`src/rtl/awp_pkg.sv`:
```
package awp_pkg;
  typedef enum logic [1:0] {
    MODE_HIZ   = 2'd0,
    MODE_CAL   = 2'd1,
    MODE_WAVE  = 2'd2,
    MODE_ALARM = 2'd3
  } pin_mode_t;

  localparam logic [1:0] SEL_1HZ   = 2'b00;
  localparam logic [1:0] SEL_512HZ = 2'b01;
  localparam logic [1:0] SEL_4KHZ  = 2'b10;
  localparam logic [1:0] SEL_CLK   = 2'b11;
endpackage

```
`src/rtl/awp_divider.sv`:
```
module awp_divider #(
  parameter int DIV_W = 15
) (
  input  logic             clk,
  input  logic             rst,
  output logic [DIV_W-1:0] count
);
  localparam int TOP = DIV_W - 1;

  always_ff @(posedge clk) begin
    if (rst) count <= '0;
    else     count <= count + 1'b1;
  end

  // the top tap rises only when all lower bits wrap to zero (50% duty)
  assert_top_edge_R3: assert property (@(posedge clk) disable iff (rst)
    $rose(count[TOP]) |-> (count[TOP-1:0] == '0));
endmodule

```
`src/rtl/awp_mode_reg.sv`:
```
module awp_mode_reg
  import awp_pkg::*;
(
  input  logic        clk,
  input  logic        rst,
  input  logic        cal_en,
  input  logic        alarm_en,
  input  logic        alarm_route,
  input  logic [1:0]  freq_sel,
  input  logic        alarm_flag,
  output pin_mode_t   mode_q,
  output logic [1:0]  sel_q,
  output logic        flag_q
);
  pin_mode_t mode_d;

  always_comb begin
    if (cal_en)            mode_d = MODE_CAL;
    else if (!alarm_route) mode_d = MODE_WAVE;
    else if (alarm_en)     mode_d = MODE_ALARM;
    else                   mode_d = MODE_HIZ;
  end

  always_ff @(posedge clk) begin
    if (rst) begin
      mode_q <= MODE_HIZ;
      sel_q  <= SEL_1HZ;
      flag_q <= 1'b0;
    end else begin
      mode_q <= mode_d;
      sel_q  <= freq_sel;
      flag_q <= alarm_flag;
    end
  end

  assert_cal_wins_R1: assert property (@(posedge clk) disable iff (rst)
    cal_en |=> (mode_q == MODE_CAL));
  assert_wave_any_en_R2: assert property (@(posedge clk) disable iff (rst)
    (!cal_en && !alarm_route) |=> (mode_q == MODE_WAVE));
  assert_sel_latency_R7: assert property (@(posedge clk) disable iff (rst)
    1'b1 |=> (sel_q == $past(freq_sel)));
endmodule

```
`src/rtl/awp_pin_drive.sv`:
```
module awp_pin_drive
  import awp_pkg::*;
#(
  parameter int DIV_W   = 15,
  parameter int CAL_TAP = 5,
  parameter int MID_TAP = 2
) (
  input  logic             clk,
  input  logic             rst,
  input  pin_mode_t        mode_q,
  input  logic [1:0]       sel_q,
  input  logic             flag_q,
  input  logic [DIV_W-1:0] count,
  output logic             pin_data,
  output logic             pin_oe
);
  localparam int SLOW_TAP = DIV_W - 1;

  logic wave;

  always_comb begin
    unique case (sel_q)
      SEL_1HZ:   wave = count[SLOW_TAP];
      SEL_512HZ: wave = count[CAL_TAP];
      SEL_4KHZ:  wave = count[MID_TAP];
      default:   wave = clk;
    endcase
  end

  always_comb begin
    unique case (mode_q)
      MODE_CAL:   begin pin_oe = 1'b1;   pin_data = count[CAL_TAP]; end
      MODE_WAVE:  begin pin_oe = 1'b1;   pin_data = wave;           end
      MODE_ALARM: begin pin_oe = flag_q; pin_data = 1'b0;           end
      default:    begin pin_oe = 1'b0;   pin_data = 1'b0;           end
    endcase
  end

  assert_alarm_open_drain_R4: assert property (@(posedge clk) disable iff (rst)
    (mode_q == MODE_ALARM) |-> (!pin_data && (pin_oe == flag_q)));
  assert_hiz_released_R5: assert property (@(posedge clk) disable iff (rst)
    (mode_q == MODE_HIZ) |-> !pin_oe);
endmodule

```
`src/rtl/alarm_wave_pin.sv`:
```
module alarm_wave_pin
  import awp_pkg::*;
#(
  parameter int DIV_W   = 15,
  parameter int CAL_TAP = 5,
  parameter int MID_TAP = 2
) (
  input  logic       clk,
  input  logic       rst,
  input  logic       cal_en,
  input  logic       alarm_en,
  input  logic       alarm_route,
  input  logic [1:0] freq_sel,
  input  logic       alarm_flag,
  output logic       pin_data,
  output logic       pin_oe
);
  logic [DIV_W-1:0] count;
  pin_mode_t        mode_q;
  logic [1:0]       sel_q;
  logic             flag_q;

  awp_divider #(.DIV_W(DIV_W)) u_div (
    .clk(clk), .rst(rst), .count(count)
  );

  awp_mode_reg u_mode (
    .clk(clk), .rst(rst), .cal_en(cal_en), .alarm_en(alarm_en),
    .alarm_route(alarm_route), .freq_sel(freq_sel), .alarm_flag(alarm_flag),
    .mode_q(mode_q), .sel_q(sel_q), .flag_q(flag_q)
  );

  awp_pin_drive #(.DIV_W(DIV_W), .CAL_TAP(CAL_TAP), .MID_TAP(MID_TAP)) u_drive (
    .clk(clk), .rst(rst), .mode_q(mode_q), .sel_q(sel_q), .flag_q(flag_q),
    .count(count), .pin_data(pin_data), .pin_oe(pin_oe)
  );
endmodule

```
`config.mk`:
```
export PLATFORM = sky130hd
export DESIGN_NAME = alarm_wave_pin
export DESIGN_NICKNAME = d
export VERILOG_FILES = /design/src/rtl/awp_pkg.sv /design/src/rtl/awp_divider.sv /design/src/rtl/awp_mode_reg.sv /design/src/rtl/awp_pin_drive.sv /design/src/rtl/alarm_wave_pin.sv
export SDC_FILE = /design/constraint.sdc
export NUM_CORES = 1
export LEC_CHECK = 0
export CORE_MARGIN = 2
export CORE_UTILIZATION = 60
export CTS_BUF_LIST = sky130_fd_sc_hd__clkbuf_4 sky130_fd_sc_hd__clkbuf_8
export DETAILED_ROUTE_END_ITERATION = 7
export GPL_TIMING_DRIVEN = 0
export HOLD_SLACK_MARGIN = 0.05
export PLACE_DENSITY = 0.88
export RECOVER_POWER = 100
export SETUP_SLACK_MARGIN = 0.2
export SYNTH_ARGS = -nofsm -noshare
export SYNTH_HDL_FRONTEND = slang
export SYNTH_SLANG_ARGS = --single-unit
```
`constraint.sdc`:
```
create_clock -name clk -period 4.35 [get_ports clk]
set_clock_uncertainty 0.2 [all_clocks]
set_input_delay 1.0875 -clock clk [delete_from_list [all_inputs] [get_ports clk]]
set_output_delay 1.0875 -clock clk [all_outputs]
set_load 0.03 [all_outputs]
```
==> results of run 1 <==
==> cell families after synthesis <==
logic type,count (synthesis)
AOI/OAI and AO/OA,17
xor gates and xnor gates,3
adders and majority gates,5
buffers and inverters,9
DFF,20
muxes,4
and+or+nand+nor,39
==> cells in the final DEF (no fill, tap or decap), drive strengths merged, types with 5 or more instances in the layout <==
cell type and n:
clkdlybuf4s50 6, inv 6, ha 5, a21oi 9, dfxtp 20, nor2b 7
nor2 9, nand3 7, clkbuf 6
==> repair_timing <==
| item | CTS | global route |
|---|---|---|
| setup endpoints to repair | 1 | 1 |
| hold endpoints to repair | 0 | 0 |
| cloned | 0 | 0 |
| buffers inserted | 0 | 0 |
| resized for setup | 11 | 2 |
| pin swaps | 2 | 1 |
==> per-stage QoR <==
stage / utilization (%) / std cells / TNS [ns] / hold slack [ns]
finish: 74.2 / 128 / -0.0278 / 0.286
detailed placement: 70.2 / 122 / -0.274 / 0.268
CTS: 74.4 / 128 / -0.0760 / 0.294
global placement: 70.2 / 122 / -0.274 / 0.246
global route: 74.2 / 128 / -0.0521 / 0.312
floorplan: - / 97 / 0 / 0.230
==> registers in the layout, summed over array words and instances (netlist names) <==
signal and cells:
u_mode.sel_q 2, u_div.count 15, u_mode.mode_q 2, u_mode.flag_q 1
==> routing by layer <==
layer  vias up  GRT usage (%)  wire length [um]
met5         -              0                 0
met4         0           23.1                69
met3         9           12.3                83
met2        18           36.1               866
met1       366           26.0               738
li1        377              -                 -
==> cells in the mapped netlist <==
master,n,area [um2]
nor2_1,9,33.8
nand3_2,2,20.0
xor2_1,1,8.76
xnor2_1,2,17.5
inv_1,6,22.5
nor2b_1,7,43.8
or3_1,1,6.26
mux4_1,1,26.3
ha_1,5,62.6
nand2_1,4,15.0
a21oi_1,9,45.0
a211oi_1,1,7.51
buf_6,1,11.3
clkbuf_1,2,7.51
dfxtp_1,20,400
o21ai_0,3,15.0
nor4_1,3,18.8
or4_1,4,30.0
o31ai_1,4,30.0
mux2_2,3,33.8
or3_2,2,15.0
nand4_1,2,12.5
nand3_1,5,25.0
==> final timing paths <==
check | cells past startpoint | end | from
setup reg to reg | 4 | u_div.count[14] | u_div.count[0]
hold / removal | 1 | u_div.count[0] | u_div.count[0]
setup / recovery | 6 | pin_data | clk
hold reg to reg | 1 | u_div.count[0] | u_div.count[0]
==> report_power, final <==
group | total, mW | switching, mW | internal, mW
Clock | 0.164 | 0.0721 | 0.0920
Sequential | 0.192 | 0.00395 | 0.188
Combinational | 0.0237 | 0.0115 | 0.0122
==> cell type report <==
cell class / instances / area (um2)
well taps: 16 / 20.0
repair buffers: 8 / 80.1
inverters: 6 / 22.5
plain buffers: 3 / 18.8
multi-input cells: 68 / 465
clock buffers: 7 / 71.3
flip-flops and latches: 20 / 400
fillers: 115 / 375
==> results.sh, run 1 <==
export IMPL_dieWidth_um=42.9
export IMPL_crit_path_max_fanout=2
export IMPL_critPathBufInv=3
export IMPL_synth_cell_types=23
export IMPL_die_area_um2=1840
export IMPL_drt_iter0_drc=25
export IMPL_p_per_area_nw_per_um2=352
export IMPL_ys_seq_elements=20
export IMPL_hp_class="reg2reg"
export IMPL_yosys_area_share_simple_pct=24.2
export IMPL_tritoncts="yes"
export IMPL_cpPeakStageDelay_ns=0.47
export IMPL_synthMuxAreaShare_pct=6.61
export IMPL_netlist_instances=97
export IMPL_synth_top_family_by_area="simple AND/OR/NAND/NOR gates"
export IMPL_fin_area_um2=1080
export IMPL_setup_viol=1
export IMPL_maxCapViolations=0
export IMPL_critPathRequiredTime_ns=3.06
export IMPL_synth_area_per_cell_um2=9.36
export IMPL_synth_warnings=0
export IMPL_crit_family="multiplexers"
export IMPL_die_h_um=42.9
export IMPL_synth_xor_area_share_pct=2.89
export IMPL_wl_per_cell_um=13.7
export IMPL_p_total_mw=0.380
export IMPL_io_pins=10
export IMPL_nNetsFinal=127
export IMPL_grt_antenna_before_repair=0
export IMPL_viasPerCell=6.02
export IMPL_r2r_slack_ns=2.42
export IMPL_critPathKind="clk2out"
export IMPL_grt_max_degree=11
export IMPL_diodes=0
export IMPL_drive_gt1_share_pct=15.2
export IMPL_dp_slack_ns=-0.274
export IMPL_drt_total_wl_mm=1.76
export IMPL_finalHoldViolations=0
export IMPL_vdd_ir_drop_max_v=0.000292
export IMPL_crit_path_cell_trace="buf_8 -> buf_8 -> mux4_2 -> nand3_2 -> nand2_2 -> buf_6"
export IMPL_p_leak_nw=0.389
export IMPL_status="complete, but fails checks"
export IMPL_track_usage_pct=25.0
export IMPL_final_antenna_net_count=0
export IMPL_dp_hpwl_mm=1.14
export IMPL_rsz0062_at_grt="yes"
export IMPL_crit_path_frequent_cell="buf_8"
export IMPL_crit_arrival_ns=3.09
export IMPL_area_growth_pct=18.7
export IMPL_synth_nets=110
export IMPL_synthAdderAreaFrac_pct=6.89
export IMPL_start_kind="clock port"
export IMPL_routabilityCongestion=0.757
export IMPL_worst_slack_ns=-0.0278
export IMPL_initial_core_util_pct=62.5
export IMPL_drc=0
export IMPL_portBuffers=9
export IMPL_worst_pin_slew_ns=0.446
export IMPL_violations="negative setup slack"
export IMPL_grt_remaining_overflow=0
export IMPL_clkLatencyLatePin_ns=0.43
export IMPL_cts_clk_slew_worst_paths_ns=0.11
export IMPL_synth_area_um2=908
export IMPL_grt_pass1_vias=760
export IMPL_final_max_slew_violation_count=0
export IMPL_dr_pass1_iters=4
export IMPL_slew_headroom_pct=70.3
export IMPL_fp_coreArea_um2=1450
export IMPL_cp_end_kind="primary output"
export IMPL_grt_pass1_wl_mm=3.13
export IMPL_vias=770
export IMPL_hold_buffers=0
export IMPL_yosysSeqAreaShare_pct=44.1
export IMPL_synth_compound_area_share_pct=10.7
export IMPL_crit_path_top_delay_cell="mux4_2"
export IMPL_placed_cell_area_um2=1020
export IMPL_row_count=14
Note: power is estimated with default switching activity, not from simulation.
==> inputs of run 2 (changes only) <==
Settings changed: CORE_UTILIZATION 60 to 55, PLACE_DENSITY 0.88 to 0.82, SLEW_MARGIN from default to 20.
==> run 2 against run 1 <==
The flow still finishes with violations (negative setup slack). Setup slack worse by 0.029 ns. Power up 4.3%. Cell count up 0.78%. Register-to-register slack better by 0.14 ns. Routed wire length down 4.8%. Critical path type unchanged. Largest cell class unchanged. Highest routed layer unchanged.
==> results.sh, run 2 (synthesis results as in run 1) <==
export IMPL_hold_buffers=0
export IMPL_p_per_area_nw_per_um2=361
export IMPL_dr_pass1_iters=4
export IMPL_final_common_cell="dfxtp_1"
export IMPL_whs_ns=0.272
export IMPL_top_register="u_div.count"
export IMPL_drt_iter0_drc=17
export IMPL_vdd_ir_drop_max_v=0.000353
export IMPL_drive_gt1_share_pct=16.8
export IMPL_crit_path_cell_trace="buf_8 -> buf_8 -> mux4_2 -> nand3_2 -> nand2_2 -> buf_6"
export IMPL_area_growth_pct=20.8
export IMPL_critPathRequiredTime_ns=3.06
export IMPL_grt_remaining_overflow=0
export IMPL_reg_top3="u_div.count x15, u_mode.mode_q x2, u_mode.sel_q x2"
export IMPL_fp_coreArea_um2=1520
export IMPL_nFillCells=112
export IMPL_status="complete, but fails checks"
export IMPL_grt_pass1_vias=757
export IMPL_dp_hpwl_mm=1.14
export IMPL_cpPeakStageDelay_ns=0.48
export IMPL_grt_max_degree=12
export IMPL_fin_area_um2=1100
export IMPL_nNetsFinal=127
export IMPL_crit_arrival_ns=3.12
export IMPL_drc=0
export IMPL_final_antenna_net_count=0
export IMPL_fin_util_pct=72.0
export IMPL_wl_per_cell_um=13.0
export IMPL_slew_headroom_pct=68.8
export IMPL_finalSetupTns_ns=-0.0567
export IMPL_placed_cell_area_um2=1020
export IMPL_grt_pass1_wl_mm=3.02
export IMPL_start_kind="clock port"
export IMPL_clkLatencyLatePin_ns=0.41
export IMPL_crit_path_frequent_cell="buf_8"
export IMPL_r2r_start="u_div.count[0]"
export IMPL_die_area_um2=1990
export IMPL_use_met1_pct=24.0
export IMPL_track_usage_pct=21.8
export IMPL_cts_clk_slew_worst_paths_ns=0.11
export IMPL_vias=759
export IMPL_critical_path_startpoint="clk"
export IMPL_rr_worst_depth=4
export IMPL_viasPerCell=5.88
export IMPL_cp_end_kind="primary output"
export IMPL_crit_end="pin_data"
export IMPL_worstHoldPathCells=1
export IMPL_hp_class="reg2reg"
export IMPL_grtUsageMet3_pct=6.94
export IMPL_crit_path_top_delay_cell="mux4_2"
export IMPL_final_cell_mix="dfxtp_1, a21oi_1, nor2_1, nor2b_1"
export IMPL_dieWidth_um=44.6
export IMPL_diodes=0
export IMPL_io_pins=10
export IMPL_row_count=14
export IMPL_critPathKind="clk2out"
export IMPL_timing_rr_end="u_div.count[14]"
export IMPL_critPathBufInv=3
export IMPL_drt_total_wl_mm=1.67
export IMPL_rsz0062_at_grt="yes"
export IMPL_finalHoldViolations=0
export IMPL_p_leak_nw=0.397
export IMPL_grt_use_met2_pct=35.1
export IMPL_crit_family="multiplexers"
export IMPL_initial_core_util_pct=59.6
export IMPL_worst_slack_ns=-0.0567
export IMPL_largest_reg_flops=15
export IMPL_crit_path_max_fanout=2
export IMPL_portBuffers=9
export IMPL_die_h_um=44.6
export IMPL_tritoncts="yes"
export IMPL_worst_pin_slew_ns=0.468
export IMPL_maxCapViolations=0
export IMPL_cp_num_cells=6
export IMPL_violations="negative setup slack"
export IMPL_final_max_slew_violation_count=0
export IMPL_r2r_slack_ns=2.56
export IMPL_grt_antenna_before_repair=0
export IMPL_routabilityCongestion=0.716
export IMPL_setup_viol=1
export IMPL_grt_busiest_layer="met2"
run 2: cell types whose count changed in the layout (fill, tap and decap cells not counted):
cell      delta
nand3_2      +1
nand3_1      -1
clkbuf_8     +1
run 2: cell type report:
type	instances	area, um2	area share [%]
Multi-Input combinational cell	68	470	42.9
Sequential cell	20	400	36.5
Clock buffer	8	85.1	7.75
Timing Repair Buffer	8	80.1	7.30
Inverter	6	22.5	2.05
Tap cell	16	20.0	1.82
Buffer	3	18.8	1.71
run 2: timing repair:
item / in CTS / in global routing
setup buffers: 0 / 0
resized for setup: 11 / 2
endpoints found under the setup margin: 1 / 1
hold endpoints to repair: 0 / 0
pin swaps: 2 / 2
run 2: power breakdown:
part | switching (mW) | total, mW | internal (mW) | leakage (nW)
Combinational | 0.0117 | 0.0239 | 0.0122 | 0.173
Clock | 0.0700 | 0.180 | 0.110 | 0.0602
Sequential | 0.00375 | 0.192 | 0.188 | 0.163
run 2: layer usage:
metal,part of all wire (%),up-vias,wire length [um]
met5,0,-,0
met4,2.4,0,40
met3,4.6,8,77
met2,49,20,814
met1,44,356,739
li1,-,375,-
run 2: worst register-to-register path, delay by kind of cell (launching register included):
kind	cells	cell delay [ns]
AND/OR/NAND/NOR	2	0.52
adder cells (fa/ha/maj)	1	0.21
flip-flops	1	0.39
multiplexers	1	0.37
run 2: worst min-delay path by stage:
stage	from	endpoint
2_1_floorplan	u_div.count[0]	u_div.count[0]
3_3_place_gp	u_div.count[0]	u_div.count[0]
3_5_place_dp	u_div.count[0]	u_div.count[0]
4_1_cts	u_div.count[0]	u_div.count[0]
5_1_grt	u_div.count[0]	u_div.count[0]
6_report	u_div.count[0]	u_div.count[0]
run 2: stage by stage:
stage | total power [mW] | instances | worst slack [ns]
2_1_floorplan | 0.209 | 97 | 0.218
3_3_place_gp | 0.220 | 122 | -0.274
3_5_place_dp | 0.222 | 122 | -0.274
4_1_cts | 0.389 | 129 | -0.0996
5_1_grt | 0.410 | 129 | -0.0753
6_report | 0.396 | 129 | -0.0567
